$ cat config.mk
export PLATFORM = sky130hd
export DESIGN_NAME = evt_regbank
export DESIGN_NICKNAME = d
export VERILOG_FILES = /design/src/rtl/evt_regbank_pkg.sv /design/src/rtl/evt_addr_decode.sv /design/src/rtl/evt_main_counter.sv /design/src/rtl/evt_status_reg.sv /design/src/rtl/evt_regbank.sv
export SDC_FILE = /design/constraint.sdc
export NUM_CORES = 1
export LEC_CHECK = 0
export BUFFER_PORTS_ARGS = -buffer_cell sky130_fd_sc_hd__buf_2
export CORE_ASPECT_RATIO = 0.8
export CORE_MARGIN = 5
export CORE_UTILIZATION = 40
export DETAILED_ROUTE_END_ITERATION = 16
export PLACE_DENSITY_LB_ADDON = 0.1
export RECOVER_POWER = 50
export SLEW_MARGIN = 20
export SYNTH_ARGS = -nofsm -noshare
export SYNTH_HDL_FRONTEND = slang
export SYNTH_SLANG_ARGS = --single-unit
$ cat constraint.sdc
create_clock -name clk -period 2.2 [get_ports clk]
set_input_delay 0.11 -clock clk [delete_from_list [all_inputs] [get_ports clk]]
set_output_delay 0.11 -clock clk [all_outputs]
set_load 0.05 [all_outputs]
$ cat src/rtl/evt_regbank_pkg.sv
// Package: shared offsets, widths and decode types for the event timer
// register bank. Assumes 32-bit aligned accesses and a 0x20-byte window
// per timer channel starting at offset 0x100.
package evt_regbank_pkg;

    localparam int CNT_W     = 64;
    localparam int DATA_W    = 32;
    localparam int IDX_W     = 5;
    localparam int WORD_W    = 3;
    localparam int MAX_TMR   = 32;
    localparam int MIN_TMR   = 3;

    localparam logic [31:0] OFS_CAP_LO  = 32'h000;
    localparam logic [31:0] OFS_CAP_HI  = 32'h004;
    localparam logic [31:0] OFS_CFG_LO  = 32'h010;
    localparam logic [31:0] OFS_CFG_HI  = 32'h014;
    localparam logic [31:0] OFS_STATUS  = 32'h020;
    localparam logic [31:0] OFS_CNT_LO  = 32'h0F0;
    localparam logic [31:0] OFS_CNT_HI  = 32'h0F4;
    localparam logic [31:0] OFS_WIN_LO  = 32'h100;
    localparam logic [31:0] OFS_WIN_HI  = 32'h3FF;

    localparam logic [31:0] CFG_WMASK   = 32'h0000_0003;

    typedef enum logic [2:0] {
        GSEL_NONE,
        GSEL_CAP_LO,
        GSEL_CAP_HI,
        GSEL_CFG_LO,
        GSEL_CFG_HI,
        GSEL_STATUS,
        GSEL_CNT_LO,
        GSEL_CNT_HI
    } gsel_e;

    typedef struct packed {
        gsel_e              gsel;
        logic               tmr_valid;
        logic [IDX_W-1:0]   idx;
        logic [WORD_W-1:0]  word;
    } dec_t;

    // Clamp a requested timer count into the supported range.
    function automatic int clamp_tmr(input int n);
        if (n < MIN_TMR) return MIN_TMR;
        if (n > MAX_TMR) return MAX_TMR;
        return n;
    endfunction

    // True for channel words that accept writes.
    function automatic logic word_writable(input logic [WORD_W-1:0] w);
        return (w == 3'd0) || (w >= 3'd2 && w <= 3'd5);
    endfunction

    // True for channel words that return channel data on reads.
    function automatic logic word_readable(input logic [WORD_W-1:0] w);
        return (w <= 3'd5);
    endfunction

endpackage

$ cat src/rtl/evt_addr_decode.sv
// Address decoder: splits a byte address into a global register select or
// a timer channel window (index and word). Assumes ADDR_W >= 10; an
// address with nonzero low two bits selects nothing.
module evt_addr_decode
    import evt_regbank_pkg::*;
#(
    parameter int ADDR_W = 10,
    parameter int NT     = 4
) (
    input  logic [ADDR_W-1:0] addr,
    output dec_t              dec
);

    logic [31:0] a32;
    logic [31:0] win_ofs;
    logic        aligned;
    logic        in_win;

    // Widen and classify the address.
    always_comb begin
        a32     = 32'(addr);
        aligned = (addr[1:0] == 2'b00);
        in_win  = aligned && (a32 >= OFS_WIN_LO) && (a32 <= OFS_WIN_HI);
        win_ofs = a32 - OFS_WIN_LO;
    end

    // Produce the decoded select.
    always_comb begin
        dec.idx       = win_ofs[IDX_W+4:5];
        dec.word      = a32[4:2];
        dec.tmr_valid = in_win && (32'(dec.idx) < 32'(NT));
        dec.gsel      = GSEL_NONE;
        if (aligned) begin
            case (a32)
                OFS_CAP_LO: dec.gsel = GSEL_CAP_LO;
                OFS_CAP_HI: dec.gsel = GSEL_CAP_HI;
                OFS_CFG_LO: dec.gsel = GSEL_CFG_LO;
                OFS_CFG_HI: dec.gsel = GSEL_CFG_HI;
                OFS_STATUS: dec.gsel = GSEL_STATUS;
                OFS_CNT_LO: dec.gsel = GSEL_CNT_LO;
                OFS_CNT_HI: dec.gsel = GSEL_CNT_HI;
                default:    dec.gsel = GSEL_NONE;
            endcase
        end
    end

endmodule

$ cat src/rtl/evt_main_counter.sv
// Main counter: 64-bit up counter that advances on tick while running and
// loads either 32-bit half from the bus. A load wins over a tick.
module evt_main_counter
    import evt_regbank_pkg::*;
(
    input  logic              clk,
    input  logic              rst_n,
    input  logic              run,
    input  logic              tick,
    input  logic              ld_lo,
    input  logic              ld_hi,
    input  logic [DATA_W-1:0] ld_data,
    output logic [CNT_W-1:0]  value
);

    // Load, advance or hold the counter.
    always_ff @(posedge clk) begin
        if (!rst_n) begin
            value <= '0;
        end else if (ld_lo) begin
            value <= {value[CNT_W-1:DATA_W], ld_data};
        end else if (ld_hi) begin
            value <= {ld_data, value[DATA_W-1:0]};
        end else if (run && tick) begin
            value <= value + 1'b1;
        end
    end

endmodule

$ cat src/rtl/evt_status_reg.sv
// Status word: one sticky bit per channel, set by the channel while the
// block runs, cleared by writing ones. A set beats a clear in one cycle.
module evt_status_reg #(
    parameter int NT = 4
) (
    input  logic          clk,
    input  logic          rst_n,
    input  logic          run,
    input  logic [NT-1:0] set_vec,
    input  logic          clr_wr,
    input  logic [NT-1:0] clr_mask,
    output logic [NT-1:0] status
);

    logic [NT-1:0] clr_eff;
    logic [NT-1:0] set_eff;

    // Qualify the set and clear requests.
    always_comb begin
        clr_eff = clr_wr ? clr_mask : '0;
        set_eff = run ? set_vec : '0;
    end

    // Update the sticky bits.
    always_ff @(posedge clk) begin
        if (!rst_n) status <= '0;
        else        status <= (status & ~clr_eff) | set_eff;
    end

endmodule

$ cat src/rtl/evt_regbank.sv
// Event timer register bank: holds capability, configuration, status and
// the main counter, and fans channel window accesses out to NT timer
// channels. Reads are combinational; writes commit on the clock edge.
// Assumes the channels return read data for tmr_rd_idx/tmr_rd_word.
module evt_regbank
    import evt_regbank_pkg::*;
#(
    parameter int          NUM_TIMERS = 4,
    parameter int          ADDR_W     = 10,
    parameter logic [31:0] TICK_FS    = 32'd10_000_000,
    parameter logic [15:0] VENDOR     = 16'hE7A0,
    localparam int         NT         = clamp_tmr(NUM_TIMERS)
) (
    input  logic              clk,
    input  logic              rst_n,
    input  logic              bus_wr,
    input  logic [ADDR_W-1:0] bus_addr,
    input  logic [31:0]       bus_wdata,
    output logic [31:0]       bus_rdata,
    input  logic              tick_en,
    output logic              glb_en,
    output logic              legacy_en,
    output logic [63:0]       count,
    output logic              cnt_wr_flag,
    output logic [NT-1:0]     tmr_wr_stb,
    output logic [2:0]        tmr_wr_word,
    output logic [31:0]       tmr_wr_data,
    output logic [4:0]        tmr_rd_idx,
    output logic [2:0]        tmr_rd_word,
    input  logic [31:0]       tmr_rdata,
    input  logic [NT-1:0]     tmr_cmp_max,
    output logic [NT-1:0]     tmr_rearm,
    input  logic [NT-1:0]     tmr_irq_set
);

    localparam logic [31:0] CAP_LO = {VENDOR, 1'b1, 1'b0, 1'b1,
                                      5'(NT - 1), 8'h01};

    dec_t          dec;
    logic [31:0]   cfg_q;
    logic [NT-1:0] status_q;
    logic [NT-1:0] rearm_q;
    logic          flag_q;
    logic          cfg_wr;
    logic          sts_wr;
    logic          cnt_lo_wr;
    logic          cnt_hi_wr;
    logic          en_rise;

    evt_addr_decode #(
        .ADDR_W (ADDR_W),
        .NT     (NT)
    ) u_dec (
        .addr (bus_addr),
        .dec  (dec)
    );

    // Qualify bus writes per global register.
    always_comb begin
        cfg_wr    = bus_wr && (dec.gsel == GSEL_CFG_LO);
        sts_wr    = bus_wr && (dec.gsel == GSEL_STATUS);
        cnt_lo_wr = bus_wr && (dec.gsel == GSEL_CNT_LO);
        cnt_hi_wr = bus_wr && (dec.gsel == GSEL_CNT_HI);
        en_rise   = cfg_wr && bus_wdata[0] && !cfg_q[0];
    end

    // Configuration word: only masked bits follow the bus.
    always_ff @(posedge clk) begin
        if (!rst_n)      cfg_q <= '0;
        else if (cfg_wr) cfg_q <= (bus_wdata & CFG_WMASK) | (cfg_q & ~CFG_WMASK);
    end

    // Re-arm pulse and unexpected-counter-write flag, one cycle late.
    always_ff @(posedge clk) begin
        if (!rst_n) begin
            rearm_q <= '0;
            flag_q  <= 1'b0;
        end else begin
            rearm_q <= en_rise ? ~tmr_cmp_max : '0;
            flag_q  <= (cnt_lo_wr || cnt_hi_wr) && cfg_q[0];
        end
    end

    evt_main_counter u_cnt (
        .clk     (clk),
        .rst_n   (rst_n),
        .run     (cfg_q[0]),
        .tick    (tick_en),
        .ld_lo   (cnt_lo_wr),
        .ld_hi   (cnt_hi_wr),
        .ld_data (bus_wdata),
        .value   (count)
    );

    evt_status_reg #(
        .NT (NT)
    ) u_sts (
        .clk      (clk),
        .rst_n    (rst_n),
        .run      (cfg_q[0]),
        .set_vec  (tmr_irq_set),
        .clr_wr   (sts_wr),
        .clr_mask (bus_wdata[NT-1:0]),
        .status   (status_q)
    );

    // One write strobe per channel window.
    for (genvar n = 0; n < NT; n++) begin : g_stb
        assign tmr_wr_stb[n] = bus_wr && dec.tmr_valid &&
                               (dec.idx == 5'(n)) && word_writable(dec.word);
    end

    // Channel-side write and read addressing.
    always_comb begin
        tmr_wr_word = dec.word;
        tmr_wr_data = bus_wdata;
        tmr_rd_idx  = dec.idx;
        tmr_rd_word = dec.word;
    end

    // Read data multiplexer.
    always_comb begin
        bus_rdata = '0;
        if (dec.tmr_valid) begin
            if (word_readable(dec.word)) bus_rdata = tmr_rdata;
        end else begin
            case (dec.gsel)
                GSEL_CAP_LO: bus_rdata = CAP_LO;
                GSEL_CAP_HI: bus_rdata = TICK_FS;
                GSEL_CFG_LO: bus_rdata = cfg_q;
                GSEL_STATUS: bus_rdata = 32'(status_q);
                GSEL_CNT_LO: bus_rdata = count[31:0];
                GSEL_CNT_HI: bus_rdata = count[63:32];
                default:     bus_rdata = '0;
            endcase
        end
    end

    assign glb_en      = cfg_q[0];
    assign legacy_en   = cfg_q[1];
    assign tmr_rearm   = rearm_q;
    assign cnt_wr_flag = flag_q;

endmodule

==> results of run 1 <==
-- metrics by stage --
stage               power [W]  cells  worst slack, ps
floorplan             0.00172    694             -162
global placement      0.00187   1135             -111
detailed placement    0.00187   1135             -187
CTS                   0.00335   1162             -165
global route          0.00343   1166             -188
finish                0.00333   1166             -127
-- cell usage in the layout (no fill, tap or decap), types with 8 or more instances in the layout --
master	n
xor2_1	15
dfxtp_1	35
nand3_1	32
o21ai_0	45
a31oi_1	8
and3_1	10
clkbuf_16	10
xnor2_1	32
o21ai_2	15
clkbuf_4	16
inv_1	30
dfxtp_4	17
nand2_1	64
a221oi_1	8
nor3_1	13
dfxtp_2	23
clkbuf_1	101
buf_6	9
nand4_1	24
buf_2	104
a21oi_1	56
a222oi_1	17
nor2_1	49
buf_4	129
-- registers in the layout, indices dropped and copies added (netlist names) --
name / cells
u_sts.status: 4
tmr_rearm: 4
cnt_wr_flag: 1
cfg_q: 2
u_cnt.value: 64
-- report_power, final --
part           leakage, nW  switching [W]  internal [W]
logic                 2.35       0.000354      0.000138
clock network        0.143       0.000621      0.000863
registers            0.630      0.0000103       0.00134
-- Yosys cell counts, drive strengths merged, types with 2 or more instances --
cell type and n:
or4b 2, clkbuf 43, a31o 2, mux2i 3, a221oi 10, o21ai 63
nand2 66, a21oi 56, or4 4, xor2 15, nor3b 4, a22oi 4
ha 4, and4 6, a221o 6, a211oi 7, a222oi 17, o311ai 3
nor2 53, o22ai 2, nand4 25, buf 44, inv 31, a31oi 9
nand3 32, a41oi 4, xnor2 32, nor4 10, and2 3, dfxtp 75
or3 5, o211ai 6, nor4b 4, nor3 21, and3 10
-- cell families after synthesis --
family	after synthesis	share of synthesized area [%]
flip-flops	75	29.1
adder cells (fa/ha/maj)	5	1.16
AND/OR/NAND/NOR	248	24.5
XOR/XNOR	47	7.97
AO/OA/AOI/OAI	197	24.4
buffers and inverters	118	12.1
multiplexers	4	0.800
-- how the worst min path moves through the flow --
| stage | startpoint | depth (start not counted) | slack, ps | end |
|---|---|---|---|---|
| 3_3_place_gp | tmr_cmp_max[3] | 2 | 270 | tmr_rearm[3] |
| 5_1_grt | tmr_irq_set[1] | 3 | 30 | u_sts.status[1] |
| 2_1_floorplan | tmr_cmp_max[0] | 1 | 180 | tmr_rearm[0] |
| 4_1_cts | tmr_irq_set[3] | 3 | 20 | u_sts.status[3] |
| 3_5_place_dp | tmr_cmp_max[0] | 2 | 270 | tmr_rearm[0] |
| 6_report | tmr_irq_set[3] | 3 | 30 | u_sts.status[3] |
-- routing by layer --
layer / vias up / wire length, µm / part of all wire, %
met5: - / 0 / 0
met4: 0 / 218 / 0.94
met3: 19 / 2060 / 8.9
met2: 334 / 10800 / 47
met1: 3163 / 10100 / 44
li1: 3109 / - / -
-- what timing repair did --
action	CTS	global route
buffers inserted	6	5
cloned	1	0
hold buffers	4	0
setup endpoints to repair	52	67
hold endpoints to repair	4	0
resized for setup	21	52
pin swaps	8	9
-- worst register-to-register path: cells and delay by family (launching register included) --
kind                   cells  cell delay (ps)
AO/OA/AOI/OAI              1               90
buffers and inverters      1              170
flip-flops                 1              340
multiplexers               1              230
AND/OR/NAND/NOR            4             1350
-- final cells by class --
| type | instances | area, µm² |
|---|---|---|
| Tap cell | 175 | 219 |
| Inverter | 31 | 120 |
| Clock inverter | 5 | 33.8 |
| Timing Repair Buffer | 368 | 2230 |
| Clock buffer | 11 | 264 |
| Multi-Input combinational cell | 501 | 3370 |
| Fill cell | 1226 | 4900 |
| Sequential cell | 75 | 1590 |
==> results.toml, run 1 <==
[drt]
drt.antenna.violating_nets = 0
drt_iter0_drc = 631
vias_per_cell = 5.68
routed_wl_mm = 23.2
vias = 6625
drt_pass1_iterations = 6
post_drt_wl_per_cell_um = 19.9
route.detailed.drc = 0

[timing]
fin_ws_ps = -127
fin_tns_setup_ps = -594
period_needed_ps = 2330
hold_viol = 0
fin_hold_ws_ps = 28.0
post-route-period-util_pct = 106
setup-violations-final = 8
drv_slew = 0
rsz0062_at_grt = "yes"
skew_ps = 7.89
fmax_mhz = 430
worst_slew_pin_slew_ps = 620
slew-limit-headroom_pct = 58.8

[die]
core_area_mm2 = 0.0127
io_pins = 236
initial_core_util_pct = 40.6
rows = 37
fp.dieH_um = 112
die_x_um = 137
die-area_mm2 = 0.0153

[grt]
grt_use_total_pct = 29.5
grt_max_degree = 35
grt_antenna_before_repair = 0
grt_pass1_wl_mm = 35.3
use_met3_pct = 5.24
grt_pass1_vias = 6253
overflow = 0
use_met1_pct = 41.8
use_met2_pct = 47.2
grt_most_used_layer = "met2"

[placed_design]
dpl_cell_area_mm2 = 0.00731
io_buffers = 235
place_congestion = 0.899
post-dp-hpwl_mm = 17.9

[worst_setup_path]
crit_required_ps = 2420
end_kind = "register"
cpLargestDelayFamily = "simple AND/OR/NAND/NOR gates"
crit_slowest_cell = "or4_4"
crit_type = "register to register"
worst_r2r_path_depth = 7
critical_path_buf_inv_count = 1
r2r_setup_slack_ps = -130
path_cells = "nand4_1 > or4_4 > or4b_4 > buf_12 > nor3_4 > mux2i_1 > o22ai_1"
max_stage_delay_ps = 550
crit_fanout = 10
setup.worst_path.start_class = "register"
worstReg2RegEnd = "u_cnt.value[59]"
rr_startpoint = "u_cnt.value[12]"
arrival_ps = 2540
path_depth = 7
crit_start = "u_cnt.value[12]"
crit_end = "u_cnt.value[59]"

[power]
irDropWorstVdd_uv = 337
power.density_mw_per_mm2 = 425
p_leak_nw = 3.12

[synth]
synth_top_area_share_pct = 29.1
syn-num-nets = 784
ys_ff_latch = 75
async_flop_share_pct = 0
ys_types = 56
ys_seq_area_share_pct = 29.1
dominantRegCellSynth = "dfxtp_1"
synth_area_mm2 = 0.00516
ys_warn_count = 0
avgSynthCellArea_um2 = 7.44
synth_edf_count = 0
synth_top_cell_by_area = "dfxtp_1"
synthTopCellsByArea = "dfxtp_1, buf_4, o21ai_0, a21oi_1, xnor2_1"
syn_inst = 694

[layout]
final_cell_area_mm2 = 0.00784
area_growth_pct = 51.8
nets = 1076
drive_gt1_share_pct = 38.5
num_antenna_cells = 0
fin_util_pct = 61.5

[worst_hold_path]
hp-class = "input port to register"

[outcome]
violations = "setup timing"
outcome = "complete, but fails checks"

[cts]
clock_latency_ps = 350
clock_sinks = 75
cts.clk_slew.worst_paths_ps = 60
cts_buffer_depth = 2
numCtsBuffers = 9
cts_tree = "yes"
htreeDepth = 3
cts-root-buf = "clkbuf_16"

[job]
cap_violations = 0
Power figures use the tool's default switching activity.
==> run 2: changes to the inputs <==
--- a/config.mk
+++ b/config.mk
@@ -8,7 +8,7 @@
 export BUFFER_PORTS_ARGS = -buffer_cell sky130_fd_sc_hd__buf_2
 export CORE_ASPECT_RATIO = 0.8
 export CORE_MARGIN = 5
-export CORE_UTILIZATION = 40
+export CORE_UTILIZATION = 43
 export DETAILED_ROUTE_END_ITERATION = 16
 export PLACE_DENSITY_LB_ADDON = 0.1
 export RECOVER_POWER = 50
==> run 2 against run 1 <==
Compared with the run above:
- the run still ends with setup timing left
- first-iteration DRC count up 0.63%
- routed wire length fell by 0.94%
- register-to-register slack got worse by 20 ps
- combinational power is essentially flat
- die area shrank 6.4%
- global-route usage rose by 1.7 points
- core utilization up 5.8 points
- power shrank 0.44%
- maximum frequency fell by 0.94%
==> results.toml, run 2 (synthesized netlist as in run 1, its figures left out) <==
[outcome]
outcome = "complete, but fails checks"
violations = "setup timing"

[power]
power.density_mw_per_mm2 = 423
p_leak_nw = 3.19
pwr-share-comb_pct = 14.9
power_frac_clock_pct = 44.2
power_frac_seq_pct = 40.8
power_switching_w = 0.000994
p_int_w = 0.00232
irDropWorstVdd_uv = 536
power.share.switching_pct = 30.0

[timing]
setup-violations-final = 12
hold_viol = 0
fmax_mhz = 426
skew_ps = 4.53
rsz0062_at_grt = "yes"
slew-limit-headroom_pct = 55.4
worst_slew_pin_slew_ps = 668
drv_slew = 0
post-route-period-util_pct = 107
fin_ws_ps = -149
period_needed_ps = 2350

[worst_setup_path]
crit_required_ps = 2430
worstReg2RegEnd = "u_cnt.value[53]"
arrival_ps = 2570
r2r_setup_slack_ps = -150
crit_type = "register to register"
worst_r2r_path_depth = 8
end_kind = "register"
crit_fanout = 10
setup.worst_path.start_class = "register"
rr_startpoint = "u_cnt.value[18]"

[die]
io_pins = 236
die_x_um = 133
fp.dieH_um = 108
initial_core_util_pct = 44.3
rows = 35
core_area_mm2 = 0.0116
die-area_mm2 = 0.0143

[placed_design]
post-dp-hpwl_mm = 17.6
placed_cells = 1115
place_congestion = 0.968
io_buffers = 235

[cts]
cts_tree = "yes"
cts_buffer_depth = 2
clock_sinks = 75
cts.clk_slew.worst_paths_ps = 60
htreeDepth = 3
numCtsBuffers = 9
cts-root-buf = "clkbuf_16"
clock_latency_ps = 340

[layout]
largest_reg_flops = 64
final_common_cell = "buf_4"
fin_util_pct = 67.3
nets = 1081
final_cell_mix = "buf_4, buf_2, clkbuf_1"
stdcell_count = 1144
drive_gt1_share_pct = 38.6
regMostFlops = "u_cnt.value"
num_antenna_cells = 0
area_growth_pct = 51.9

[worst_hold_path]
min_path_cells = 3
min_from = "tmr_irq_set[0]"
hp-class = "input port to register"
min_to = "u_sts.status[0]"

[grt]
grt_pass1_wl_mm = 35.6
overflow = 0
grt_use_total_pct = 31.3
grt_pass1_vias = 6536
grt_max_degree = 53
grt_antenna_before_repair = 0

[drt]
drt_pass1_iterations = 6
routed_wl_mm = 23.0
drt_iter0_drc = 635
route.detailed.drc = 0
vias_per_cell = 5.94
post_drt_wl_per_cell_um = 20.1
drt.antenna.violating_nets = 0
vias = 6801

[job]
cap_violations = 0
[run 2: worst max-delay path, stage by stage, from the launching register on]
cell,delay (ps)
dfxtp_4,340
nand4_1,180
or4_4,530
or4b_4,550
buf_12,170
buf_4,140
nor3_4,110
xnor2_1,140
a21oi_1,80
[run 2: worst max-delay path by stage]
stage,from,to,slack (ps),depth (start not counted)
4_1_cts,u_cnt.value[9],u_cnt.value[55],-140,6
2_1_floorplan,u_cnt.value[19],u_cnt.value[41],-160,7
3_5_place_dp,u_cnt.value[12],u_cnt.value[59],-180,7
6_report,u_cnt.value[18],u_cnt.value[53],-150,8
3_3_place_gp,u_cnt.value[12],u_cnt.value[57],-150,7
5_1_grt,u_cnt.value[18],u_cnt.value[57],-210,7
[run 2: cell type report]
type / count / area (µm²)
Clock buffer: 12 / 258
Clock inverter: 4 / 31.3
Fill cell: 1063 / 3800
Inverter: 31 / 120
Multi-Input combinational cell: 501 / 3380
Sequential cell: 75 / 1590
Tap cell: 148 / 185
Timing Repair Buffer: 373 / 2280
[run 2: metal layers]
layer	global-route usage [%]	wire (µm)	vias to the layer above
li1	-	-	3115
met1	40.9	9390	3234
met2	52.1	10800	399
met3	7.26	2230	53
met4	8.83	600	0
met5	0	0	-
[run 2: power by group through the flow]
stage / registers, W / clock network (W) / logic [W]
2_1_floorplan: 0.00140 / 0 / 0.000312
3_3_place_gp: 0.00138 / 0 / 0.000478
3_5_place_dp: 0.00138 / 0 / 0.000484
4_1_cts: 0.00135 / 0.00149 / 0.000495
5_1_grt: 0.00135 / 0.00154 / 0.000523
6_report: 0.00135 / 0.00147 / 0.000495
[run 2: through the flow]
stage               TNS [ps]  setup slack [ps]  power, W  area [µm²]  hold slack [ps]
finish                 -1010              -149   0.00332        7840             28.2
global route           -2070              -215   0.00342        7840             51.3
CTS                     -996              -143   0.00334        7770             22.9
detailed placement     -6280              -178   0.00187        7340              272
global placement       -2530              -150   0.00186        7340              269
floorplan               -863              -162   0.00172        5480              182
[run 2: timing repair]
action	in CTS	in global routing
hold buffers	4	0
pin swaps	6	7
buffers inserted	4	6
endpoints found under the setup margin	51	56
endpoints found under the hold margin	4	0
gates cloned	1	0
gates resized for setup	21	51
